--- config.mk ---
export PLATFORM = sky130hd
export DESIGN_NAME = dac_mode_ctrl
export DESIGN_NICKNAME = d
export VERILOG_FILES = /design/src/rtl/dmc_pkg.sv /design/src/rtl/dmc_seq.sv /design/src/rtl/dmc_regs.sv /design/src/rtl/dmc_outpath.sv /design/src/rtl/dac_mode_ctrl.sv
export SDC_FILE = /design/constraint.sdc
export NUM_CORES = 1
export LEC_CHECK = 0
export CORE_MARGIN = 3
export CORE_UTILIZATION = 58
export DETAILED_ROUTE_END_ITERATION = 10
export DONT_BUFFER_PORTS = 1
export PLACE_DENSITY = 0.73
export SLEW_MARGIN = 20
export SYNTH_ARGS = -nofsm -noshare
export SYNTH_HDL_FRONTEND = slang
export SYNTH_SLANG_ARGS = --single-unit
--- constraint.sdc ---
create_clock -name clk -period 3 [get_ports clk]
set_input_delay 0.3 -clock clk [delete_from_list [all_inputs] [get_ports clk]]
set_output_delay 0.3 -clock clk [all_outputs]
set_load 0.01 [all_outputs]
--- src/rtl/dmc_pkg.sv ---
package dmc_pkg;
  typedef enum logic [1:0] {
    ST_SLEEP = 2'd0,
    ST_WAKE  = 2'd1,
    ST_RUN   = 2'd2,
    ST_CAL   = 2'd3
  } seq_state_t;

  localparam logic [1:0] MODE_RUN   = 2'b00;
  localparam logic [1:0] MODE_CAL   = 2'b01;
  localparam logic [1:0] MODE_SLEEP = 2'b10;
  localparam logic [1:0] MODE_RSVD  = 2'b11;

  localparam logic [1:0] ADR_DATA = 2'd0;
  localparam logic [1:0] ADR_CMD  = 2'd1;
  localparam logic [1:0] ADR_OFFS = 2'd2;
  localparam logic [1:0] ADR_GAIN = 2'd3;

  localparam int B_FMT    = 2;
  localparam int B_CLR    = 3;
  localparam int B_CRST   = 4;
  localparam int B_NOFAST = 5;
  localparam int B_ALWAYS = 6;
  localparam int B_CALPIN = 7;

  typedef struct packed {
    logic cal_pin;
    logic always_fast;
    logic no_fast;
    logic fmt_bin;
  } ctl_t;
endpackage

--- src/rtl/dmc_seq.sv ---
module dmc_seq
  import dmc_pkg::*;
#(
  parameter int CAL_CYC = 1000000,
  parameter int PWR_CYC = 16
) (
  input  logic       clk,
  input  logic       rst_n,
  input  logic       mode_wr,
  input  logic [1:0] mode_val,
  input  logic       cal_done_i,
  input  logic       cal_pin,
  output logic [1:0] mode_q,
  output logic       cal_load,
  output logic       out_en,
  output logic       powering
);
  localparam int MAXC = (CAL_CYC > PWR_CYC) ? CAL_CYC : PWR_CYC;
  localparam int CW   = $clog2(MAXC + 1);

  seq_state_t      state;
  logic [CW-1:0]   cnt;
  logic            wake_end;

  assign wake_end = (cnt == CW'(PWR_CYC - 1));
  assign cal_load = (state == ST_CAL) &&
                    ((cnt == CW'(CAL_CYC - 1)) || cal_done_i);
  assign out_en   = (state == ST_RUN) || ((state == ST_CAL) && cal_pin);
  assign powering = (state == ST_WAKE);

  always_ff @(posedge clk or negedge rst_n) begin
    if (!rst_n) begin
      state  <= ST_SLEEP;
      mode_q <= MODE_SLEEP;
      cnt    <= '0;
    end else if (mode_wr) begin
      mode_q <= mode_val;
      unique case (mode_val)
        MODE_SLEEP: state <= ST_SLEEP;
        MODE_RUN: begin
          if (state == ST_SLEEP) begin
            state <= ST_WAKE;
            cnt   <= '0;
          end else if (state != ST_WAKE) begin
            state <= ST_RUN;
          end
        end
        default: begin
          if (state == ST_SLEEP) begin
            state <= ST_WAKE;
            cnt   <= '0;
          end else if (state != ST_WAKE) begin
            state <= ST_CAL;
            cnt   <= '0;
          end
        end
      endcase
    end else begin
      unique case (state)
        ST_WAKE: begin
          if (wake_end) begin
            state <= (mode_q == MODE_CAL) ? ST_CAL : ST_RUN;
            cnt   <= '0;
          end else begin
            cnt <= cnt + 1'b1;
          end
        end
        ST_CAL: begin
          if (cal_load) begin
            state  <= ST_RUN;
            mode_q <= MODE_RUN;
          end else begin
            cnt <= cnt + 1'b1;
          end
        end
        default: ;
      endcase
    end
  end

  p_cal_exit_r2: assert property (@(posedge clk) disable iff (!rst_n)
    (state == ST_CAL) |=> ((state == ST_CAL) || (state == ST_RUN && mode_q == MODE_RUN)));
  p_sleep_off_r8: assert property (@(posedge clk) disable iff (!rst_n)
    (state == ST_SLEEP || state == ST_WAKE) |-> !out_en);
  p_wake_bound_r9: assert property (@(posedge clk) disable iff (!rst_n)
    (state == ST_WAKE) |-> (cnt < CW'(PWR_CYC)));
  p_no_rsvd_r10: assert property (@(posedge clk) disable iff (!rst_n)
    mode_q != MODE_RSVD);
  p_cal_mode_r2: assert property (@(posedge clk) disable iff (!rst_n)
    (state == ST_CAL) |-> (mode_q == MODE_CAL));
endmodule

--- src/rtl/dmc_regs.sv ---
module dmc_regs
  import dmc_pkg::*;
#(
  parameter int DW = 16,
  parameter int CALW = 24
) (
  input  logic            clk,
  input  logic            rst_n,
  input  logic            wr_ok,
  input  logic [1:0]      wr_addr,
  input  logic [CALW-1:0] wr_data,
  input  logic            cal_load,
  input  logic [CALW-1:0] cal_offs_i,
  input  logic [CALW-1:0] cal_gain_i,
  output logic [DW-1:0]   data_q,
  output logic [CALW-1:0] offs_q,
  output logic [CALW-1:0] gain_q,
  output ctl_t            ctl_q,
  output logic            upd,
  output logic            mode_wr,
  output logic [1:0]      mode_val
);
  logic cmd_wr;

  assign cmd_wr   = wr_ok && (wr_addr == ADR_CMD);
  assign mode_val = wr_data[1:0];
  assign mode_wr  = cmd_wr && (wr_data[1:0] != MODE_RSVD);
  assign upd      = (wr_ok && wr_addr == ADR_DATA) || (cmd_wr && wr_data[B_CLR]);

  always_ff @(posedge clk or negedge rst_n) begin
    if (!rst_n) begin
      data_q <= '0;
      offs_q <= '0;
      gain_q <= '0;
      ctl_q  <= '0;
    end else if (cal_load) begin
      offs_q <= cal_offs_i;
      gain_q <= cal_gain_i;
    end else if (wr_ok) begin
      unique case (wr_addr)
        ADR_DATA: data_q <= wr_data[DW-1:0];
        ADR_OFFS: offs_q <= wr_data;
        ADR_GAIN: gain_q <= wr_data;
        default: begin
          ctl_q.fmt_bin     <= wr_data[B_FMT];
          ctl_q.no_fast     <= wr_data[B_NOFAST];
          ctl_q.always_fast <= wr_data[B_ALWAYS];
          ctl_q.cal_pin     <= wr_data[B_CALPIN];
          if (wr_data[B_CLR]) data_q <= '0;
          if (wr_data[B_CRST]) begin
            offs_q <= '0;
            gain_q <= '0;
          end
        end
      endcase
    end
  end

  p_crst_r5: assert property (@(posedge clk) disable iff (!rst_n)
    (cmd_wr && wr_data[B_CRST]) |=> (offs_q == '0 && gain_q == '0));
  p_clr_r4: assert property (@(posedge clk) disable iff (!rst_n)
    (cmd_wr && wr_data[B_CLR]) |=> (data_q == '0));
  p_load_r3: assert property (@(posedge clk) disable iff (!rst_n)
    cal_load |=> (offs_q == $past(cal_offs_i) && gain_q == $past(cal_gain_i)));
endmodule

--- src/rtl/dmc_outpath.sv ---
module dmc_outpath
  import dmc_pkg::*;
#(
  parameter int DW = 16,
  parameter int STEP_TH = 1049
) (
  input  logic          clk,
  input  logic          rst_n,
  input  logic          upd,
  input  logic [DW-1:0] data_q,
  input  ctl_t          ctl_q,
  input  logic          ready,
  output logic          valid,
  output logic [DW-1:0] code,
  output logic          fast
);
  localparam logic [DW-1:0] SIGN = {1'b1, {(DW-1){1'b0}}};

  logic          pend;
  logic          launch;
  logic [DW-1:0] last;
  logic [DW-1:0] nxt;
  logic [DW-1:0] step;
  logic          nxt_fast;

  assign launch = pend && (!valid || ready);

  generate
    if (DW > 1) begin : g_fmt
      assign nxt = ctl_q.fmt_bin ? data_q : (data_q ^ SIGN);
    end else begin : g_fmt1
      assign nxt = data_q;
    end
  endgenerate

  always_comb begin
    step     = (nxt > last) ? (nxt - last) : (last - nxt);
    nxt_fast = !ctl_q.no_fast && (ctl_q.always_fast || (step > DW'(STEP_TH)));
  end

  always_ff @(posedge clk or negedge rst_n) begin
    if (!rst_n) begin
      pend  <= 1'b0;
      valid <= 1'b0;
      code  <= '0;
      fast  <= 1'b0;
      last  <= '0;
    end else begin
      pend <= upd || (pend && !launch);
      if (launch) begin
        valid <= 1'b1;
        code  <= nxt;
        fast  <= nxt_fast;
        last  <= nxt;
      end else if (ready) begin
        valid <= 1'b0;
      end
    end
  end

  p_hold_r11: assert property (@(posedge clk) disable iff (!rst_n)
    (valid && !ready) |=> (valid && $stable(code) && $stable(fast)));
  p_nofast_r7: assert property (@(posedge clk) disable iff (!rst_n)
    (launch && ctl_q.no_fast) |=> !fast);
endmodule

--- src/rtl/dac_mode_ctrl.sv ---
module dac_mode_ctrl
  import dmc_pkg::*;
#(
  parameter int DW      = 16,
  parameter int CALW    = 24,
  parameter int CAL_CYC = 1000000,
  parameter int PWR_CYC = 16,
  parameter int STEP_TH = 1049
) (
  input  logic            clk,
  input  logic            rst_n,
  input  logic            wr_en,
  input  logic [1:0]      wr_addr,
  input  logic [CALW-1:0] wr_data,
  input  logic            cal_done_i,
  input  logic [CALW-1:0] cal_offs_i,
  input  logic [CALW-1:0] cal_gain_i,
  output logic [15:0]     cmd_o,
  output logic [DW-1:0]   data_o,
  output logic [CALW-1:0] offs_o,
  output logic [CALW-1:0] gain_o,
  output logic            mod_valid_o,
  input  logic            mod_ready_i,
  output logic [DW-1:0]   mod_code_o,
  output logic            mod_fast_o,
  output logic            out_en_o,
  output logic            powering_o,
  output logic            cal_busy_o
);
  logic [1:0] mode_q;
  logic       wr_ok;
  logic       cal_load;
  logic       upd;
  logic       mode_wr;
  logic [1:0] mode_val;
  ctl_t       ctl_q;

  assign cal_busy_o = (mode_q == MODE_CAL);
  assign wr_ok      = wr_en && !cal_busy_o;
  assign cmd_o      = {8'h00, ctl_q.cal_pin, ctl_q.always_fast, ctl_q.no_fast,
                       2'b00, ctl_q.fmt_bin, mode_q};

  dmc_regs #(.DW(DW), .CALW(CALW)) i_regs (
    .clk(clk), .rst_n(rst_n), .wr_ok(wr_ok), .wr_addr(wr_addr), .wr_data(wr_data),
    .cal_load(cal_load), .cal_offs_i(cal_offs_i), .cal_gain_i(cal_gain_i),
    .data_q(data_o), .offs_q(offs_o), .gain_q(gain_o), .ctl_q(ctl_q),
    .upd(upd), .mode_wr(mode_wr), .mode_val(mode_val)
  );

  dmc_seq #(.CAL_CYC(CAL_CYC), .PWR_CYC(PWR_CYC)) i_seq (
    .clk(clk), .rst_n(rst_n), .mode_wr(mode_wr), .mode_val(mode_val),
    .cal_done_i(cal_done_i), .cal_pin(ctl_q.cal_pin), .mode_q(mode_q),
    .cal_load(cal_load), .out_en(out_en_o), .powering(powering_o)
  );

  dmc_outpath #(.DW(DW), .STEP_TH(STEP_TH)) i_out (
    .clk(clk), .rst_n(rst_n), .upd(upd), .data_q(data_o), .ctl_q(ctl_q),
    .ready(mod_ready_i), .valid(mod_valid_o), .code(mod_code_o), .fast(mod_fast_o)
  );

  p_lock_data_r2: assert property (@(posedge clk) disable iff (!rst_n)
    cal_busy_o |=> $stable(data_o));
  p_lock_stream_r2: assert property (@(posedge clk) disable iff (!rst_n)
    (cal_busy_o && !mod_valid_o) |=> !mod_valid_o);
endmodule

## Word-level counts from Yosys, hierarchy flattened

Index checks and enable logic that the tools add are counted.

- Register bits: 111
- Bits of input ports: 79
- Output and inout port bits: 101
- Word-level logic and storage cells: 121

- $add $sub $neg: 3
- Magnitude comparators: 2
- Eq/ne operators: 22
- Multiplexer cells: 34
- Bitwise logic cells: 4
- Reductions and logical operators: 42

Operator list:

| operator | count |
|---|---|
| $mux W20 | 6 |
| $mux W24 | 5 |
| $pmux W24 S2 | 2 |
| $pmux W20 S2 | 2 |
| $mux W16 | 3 |
| $pmux W16 S2 | 1 |
| $sub A16 B16 Y16 | 2 |
| $add A20 B1 Y20 const B | 1 |
| $eq A20 B20 Y1 const B | 1 |
| $eq A20 B4 Y1 const B | 1 |
| $mux W2 | 10 |
| $gt A16 B11 Y1 const B | 1 |
| $gt A16 B16 Y1 | 1 |
| $eq A2 B2 Y1 const B | 5 |
| $logic_and A1 B1 Y1 | 10 |
| $reduce_and A5 Y1 | 2 |
| $reduce_bool A2 Y1 | 5 |
| $reduce_and A3 Y1 | 3 |
| $reduce_bool A3 Y1 | 3 |
| $pmux W2 S2 | 2 |
| $eq A2 B1 Y1 const B | 3 |
| $logic_not A2 Y1 | 3 |
| $logic_or A1 B1 Y1 | 6 |
| $ne A2 B1 Y1 const B | 3 |
| 13 further kinds | 26 |

## Depth between registers and ports, before layout

- Depth in word-level cells: 7
- Depth in mapped cells: 13
- Depth with buffers taken out: 13

## By module

Synthesis repeated with hierarchy kept, for this count alone.

- Cells, all modules: 828
- Area, all modules: 7594.8 sq um

Modules (own cells, without submodules):

| module | times used | cells an instance | area each (sq um) | seq. area each (sq um) |
|---|---|---|---|---|
| dmc_regs | 1 | 311 | 3373.2 | 1701.6 |
| dmc_outpath | 1 | 331 | 2618.8 | 475.5 |
| dmc_seq | 1 | 173 | 1501.4 | 601.8 |
| dac_mode_ctrl | 1 | 13 | 101.3 | 0.0 |

## Worst setup path after synthesis

Ideal clock, no wire load.

- Kind: register to register
- Start point: register i_regs.data_q[15]
- End point: register i_out.fast
- Library setup time: 0.134 ns
- Arrival time: 2.803 ns
- Required time: 2.866 ns
- Slack: 0.063 ns
- Stages on the path, launching flop included: 13
- Buffers on the path: 1
- Period minus slack after synthesis: 2.937 ns
- Cell sequence: dfrtp_1 -> xnor2_1 -> ha_1 -> nand4_2 -> or3_1 -> a21oi_2 -> a21boi_2 -> or2_1 -> buf_4 -> nor4b_4 -> a211oi_1 -> o311ai_1 -> a31oi_1

- Word-level cells in the longest chain between the ends: 7
- Elaborated cells on any way between the ends: 9
- Classes of those cells: 2 x add/sub; 2 x order compare; 2 x mux; 1 x bitwise; 2 x reduce/logical

Ends and longest elaborated chain:

| what | RTL line | source |
|---|---|---|
| start, declared | dmc_regs.sv:15 | `output logic [DW-1:0] data_q,` |
| start signal, assigned | dmc_regs.sv:41 | `ADR_DATA: data_q <= wr_data[DW-1:0];` |
| $not A1 Y1 (no source line) | n/a |  |
| $mux W16 * | dmc_outpath.sv:30 | `assign nxt = ctl_q.fmt_bin ? data_q : (data_q ^ SIGN);` |
| via i_out.nxt[15] | dmc_outpath.sv:22 | `logic [DW-1:0] nxt;` |
| $sub A16 B16 Y16 / $gt A16 B16 Y1 (equally long branches) | dmc_outpath.sv:37 | `step = (nxt > last) ? (nxt - last) : (last - nxt);` |
| $mux W16 * | dmc_outpath.sv:37 |  |
| $gt A16 B11 Y1 * | dmc_outpath.sv:38 | `nxt_fast = !ctl_q.no_fast && (ctl_q.always_fast \|\| (step > DW'(STEP_TH)));` |
| $logic_or A1 B1 Y1 * | dmc_outpath.sv:38 |  |
| $logic_and A1 B1 Y1 * | dmc_outpath.sv:38 |  |
| end signal, assigned | dmc_outpath.sv:53 | `fast <= nxt_fast;` |
| end, declared | dmc_outpath.sv:15 | `output logic fast` |

The timed path passes the listed nets; every way through them passes the cells marked *.
A chain may end at the register's enable or synchronous reset.

## Worst setup path in the final report

- Start point: register i_regs.data_q[0]
- End point: register i_out.fast

- Word-level cells in the longest chain between the ends: 6
- Elaborated cells on any way between the ends: 8
- Classes of those cells: 2 x add/sub; 2 x order compare; 2 x mux; 2 x reduce/logical

Ends and longest elaborated chain:

| what | RTL line |
|---|---|
| $mux W16 * | dmc_outpath.sv:30 |
| $sub A16 B16 Y16 / $gt A16 B16 Y1 (equally long branches) | dmc_outpath.sv:37 |
| $mux W16 * | dmc_outpath.sv:37 |
| $gt A16 B11 Y1 * | dmc_outpath.sv:38 |
| $logic_or A1 B1 Y1 * | dmc_outpath.sv:38 |
| $logic_and A1 B1 Y1 * | dmc_outpath.sv:38 |

Mark *: on every way between the ends. The rest lies on a longest branch, timed or not.

==> metrics.csv <==
metric;value;unit
outcome;completed;
register area;0.00278;mm^2
worst hold start;wr_data[1];
critical path, cell by cell;inv_1 > ha_2 > fa_2 > nor2b_2 > o2111ai_2 > nand4b_1 > a21boi_4 > or2_4 > nor4b_4 > a211oi_1 > o311ai_1 > a31oi_1;
gr usage total;0.299;
RR Startpoint;i_regs.data_q[0]$_DFFE_PN0P_;
CTS HTree Levels;3;
post-route ant nets;0;
met3 GRT Util;0.0855;
Most Used Layer, Global Route;met2;
number of global-route vias before repair;6062;
Clk Tree Root Cell;clkbuf_16;
CP Buf/Inv Count;1;
Routed WL;20500;um
mux contribution to synthesized area;0.0222;
Worst Setup Start Kind;flip-flop;
Worst-Margin Slew;1.01;ns
IO Pins;180;
row cnt;39;
post-placement cell count;999;
flop-to-flop setup slack;0.06;ns
Fillers;1006;
worst skew pair latency;0.36;ns
final hold slack;0.0209;ns
Pleak;3.43;nW
dpl hpwl;15500;um
Num CTS Buffers;9;
mapped cell area;0.00710;mm^2
total vias in the final route;6351;
DRC;0;
Worst VDD drop;0.602;mV
maximum clock insertion buffer count;2;
final worst-path cycle share;0.981;
Synth Flop Type;dfrtp_1;
number of port buffers;0;
critical path peak fanout;4;
multi-input combinational cell area;0.00390;mm^2
detailed router's first-iteration violation count;624;
fin. max-slew vios;0;
CP top delay family;simple AND/OR/NAND/NOR gates;
min cycle time layout;2.94;ns
clock-pin slew on the worst setup and hold paths;0.08;ns
Post-synth EDFFs;0;
Final nets;989;
first-pass GRT wire length;31500;um
RSZ-0062 raised after global routing;yes;
Yosys cell types;69;
gr ovfl total;0;
final std cells w/o fill;1020;
final hold vios;0;
fraction of the mapped netlist area in simple logic gates;0.232;
main combinational cell family by area after synthesis;simple AND/OR/NAND/NOR gates;
CP Class;flip-flop to flip-flop;
Synth Area in Adders;0.0691;
CP Launch Point;i_regs.data_q[0]$_DFFE_PN0P_;
Die H;117;um
PwrDens;1260;mW/mm^2
Core Region;0.0117;mm^2
share of post-route cells with drive strength above 1;0.133;
die footprint;0.0136;mm^2
Synth Area in XOR/XNOR;0.0197;
Max-Cap Viols;0;
ant diodes;0;
min setup slack post-route;0.0571;ns
largest net degree at the start of global routing;112;
met2 global-route usage;0.494;
CP max-delay cell;dfrtp_1;
RePlAce Congestion;0.950;
Slew HR;0.326;
fmax;0.340;GHz
CP max stage delay;0.38;ns
Setup TNS Final;0;ns
Min-Delay Path Class;input pin to flip-flop;
Pre-Repair DR Iteration Count;5;
TritonCTS clock tree;built;
syn_area_per_cell;8.16;um^2
Yosys top cell area share;0.388;
WP data required;3.23;ns
top post-synthesis cells by area;dfrtp_1 (39%), nand2_1 (7.1%), ha_1 (6.3%);
Synth Area in Compound Gates;0.181;
detailed-route vias per instance;6.23;
biggest area consumer among synthesized cells;dfrtp_1;
initial antenna violation count;0;
die width;117;um
Sink Count;111;
Pwr Total;9.89;mW
Critical Path End Type;flip-flop;
area grow syn2layout;10.6;%
Setup Viol. Count Final;0;
clock skew;0.00902;ns
pre-CTS setup slack;-0.0925;ns
Starting Density;0.606;
sequential cell area fraction in the yosys report;0.391;
routed len/inst;20.1;um
asr flop ratio synth;1.00;
CP arrival;3.17;ns
Synth warnings;0;
GRT met1 Usage;0.390;
Post-Syn Instances;870;
FF+latch count, synth;111;
-- registers in the layout, indices dropped and copies added, names as in the netlist --
signal	flops
i_out.code	16
i_seq.state	2
i_regs.offs_q	24
i_seq.mode_q	2
i_out.valid	1
i_out.pend	1
i_seq.cnt	20
i_out.fast	1
i_regs.ctl_q	4
i_regs.gain_q	24
i_regs.data_q	16
-- routing by layer --
layer  up-vias  share of wire
li1       3002              -
met1      3031           0.41
met2       279           0.49
met3        39          0.084
met4         0          0.020
met5         -              0
-- cells by family after synthesis --
kind of cell             Yosys count
AND/OR/NAND/NOR                  354
AO/OA/AOI/OAI                    204
buffers and inverters            131
flip-flops                       111
adder cells (fa/ha/maj)           38
XOR/XNOR                          16
multiplexers                      15
other                              1
-- worst paths after layout --
check / depth (start not counted) / endpoint
max in group asynchronous: 2 / i_out.code[8]$_DFFE_PN0P_
min reg2reg: 1 / i_seq.cnt[0]$_DFFE_PN0P_
max reg2reg: 12 / i_out.fast$_DFFE_PN0P_
max: 12 / i_out.fast$_DFFE_PN0P_
min: 1 / i_seq.state[1]$_DFFE_PN0P_
min in group asynchronous: 2 / i_seq.state[1]$_DFFE_PN0P_
-- synth_stat cells, types with 4 or more instances --
cell / number
nor4_1: 7
buf_4: 27
o211ai_1: 5
nand4_1: 9
a31oi_1: 56
and3_1: 12
ha_1: 36
a21oi_1: 24
a221oi_1: 5
buf_1: 4
nor3_1: 5
o21a_1: 7
and2_1: 6
mux2i_1: 9
nor2_1: 80
xor2_1: 12
a21o_1: 6
inv_1: 48
nand2_1: 134
o31ai_1: 4
o21ai_0: 63
clkbuf_1: 48
nor2b_1: 6
nand2b_1: 5
and4_1: 5
xnor2_1: 4
dfrtp_1: 110
nand3_1: 65
or3_1: 6
mux2_2: 5
-- power breakdown --
| part | switching, mW | total (mW) | internal (mW) | leakage, nW |
|---|---|---|---|---|
| Clock | 0.601 | 1.19 | 0.587 | 0.139 |
| Sequential | 0.757 | 2.84 | 2.08 | 1.40 |
| Combinational | 3.31 | 5.87 | 2.56 | 1.90 |
| Total | 4.67 | 9.89 | 5.23 | 3.43 |
-- through the flow --
| step | util | instance area, um^2 |
|---|---|---|
| 2_1_floorplan | - | 7130 |
| 3_3_place_gp | 0.629 | 7370 |
| 3_5_place_dp | 0.629 | 7370 |
| 4_1_cts | 0.660 | 7730 |
| 5_1_grt | 0.670 | 7850 |
| 6_report | 0.670 | 7850 |
-- worst reg2reg max path: stages (launching register included) --
cell       delay (ns)
dfrtp_1          0.38
inv_1            0.08
ha_2             0.20
fa_2             0.38
nor2b_2          0.16
o2111ai_2        0.14
nand4b_1         0.24
a21boi_4         0.10
or2_4            0.29
nor4b_4          0.29
a211oi_1         0.11
o311ai_1         0.32
a31oi_1          0.13
-- what timing repair did --
action,CTS,global route
gates cloned,0,0
pin swaps,2,9
hold buffers,2,0
setup endpoints to repair,1,1
resized for setup,4,23
endpoints found under the hold margin,111,0
setup buffers,2,0
-- layout by cell type, fill, tap and decap left out, types with 4 or more instances in the layout --
master     netlist  layout
nand2_1        134     134
dfrtp_1        110     110
nor2_1          80      79
nand3_1         65      65
o21ai_0         63      61
buf_4           27      61
a31oi_1         56      56
inv_1           48      47
ha_1            36      35
a21oi_1         24      21
and3_1          12      12
xor2_1          12      12
conb_1           1      10
nand4_1          9       9
mux2i_1          9       9
clkbuf_16        0       9
o21a_1           7       7
nor4_1           7       7
and2_1           6       6
a21o_1           6       6
nand2b_1         5       5
or3_1            6       5
nor3_1           5       5
o211ai_1         5       5
and4_1           5       5
nor2b_1          6       5
mux2_2           5       5
o31ai_1          4       4
-- final cells by class --
cell class              instances  share of cell area
inverters                      49              0.0234
clock buffers                  10              0.0292
repair buffers                 64              0.0666
multi-input cells             637               0.496
flip-flops and latches        111               0.354
clock inverters                 6             0.00781
well taps                     143              0.0228
Power figures use the tool's default switching activity.
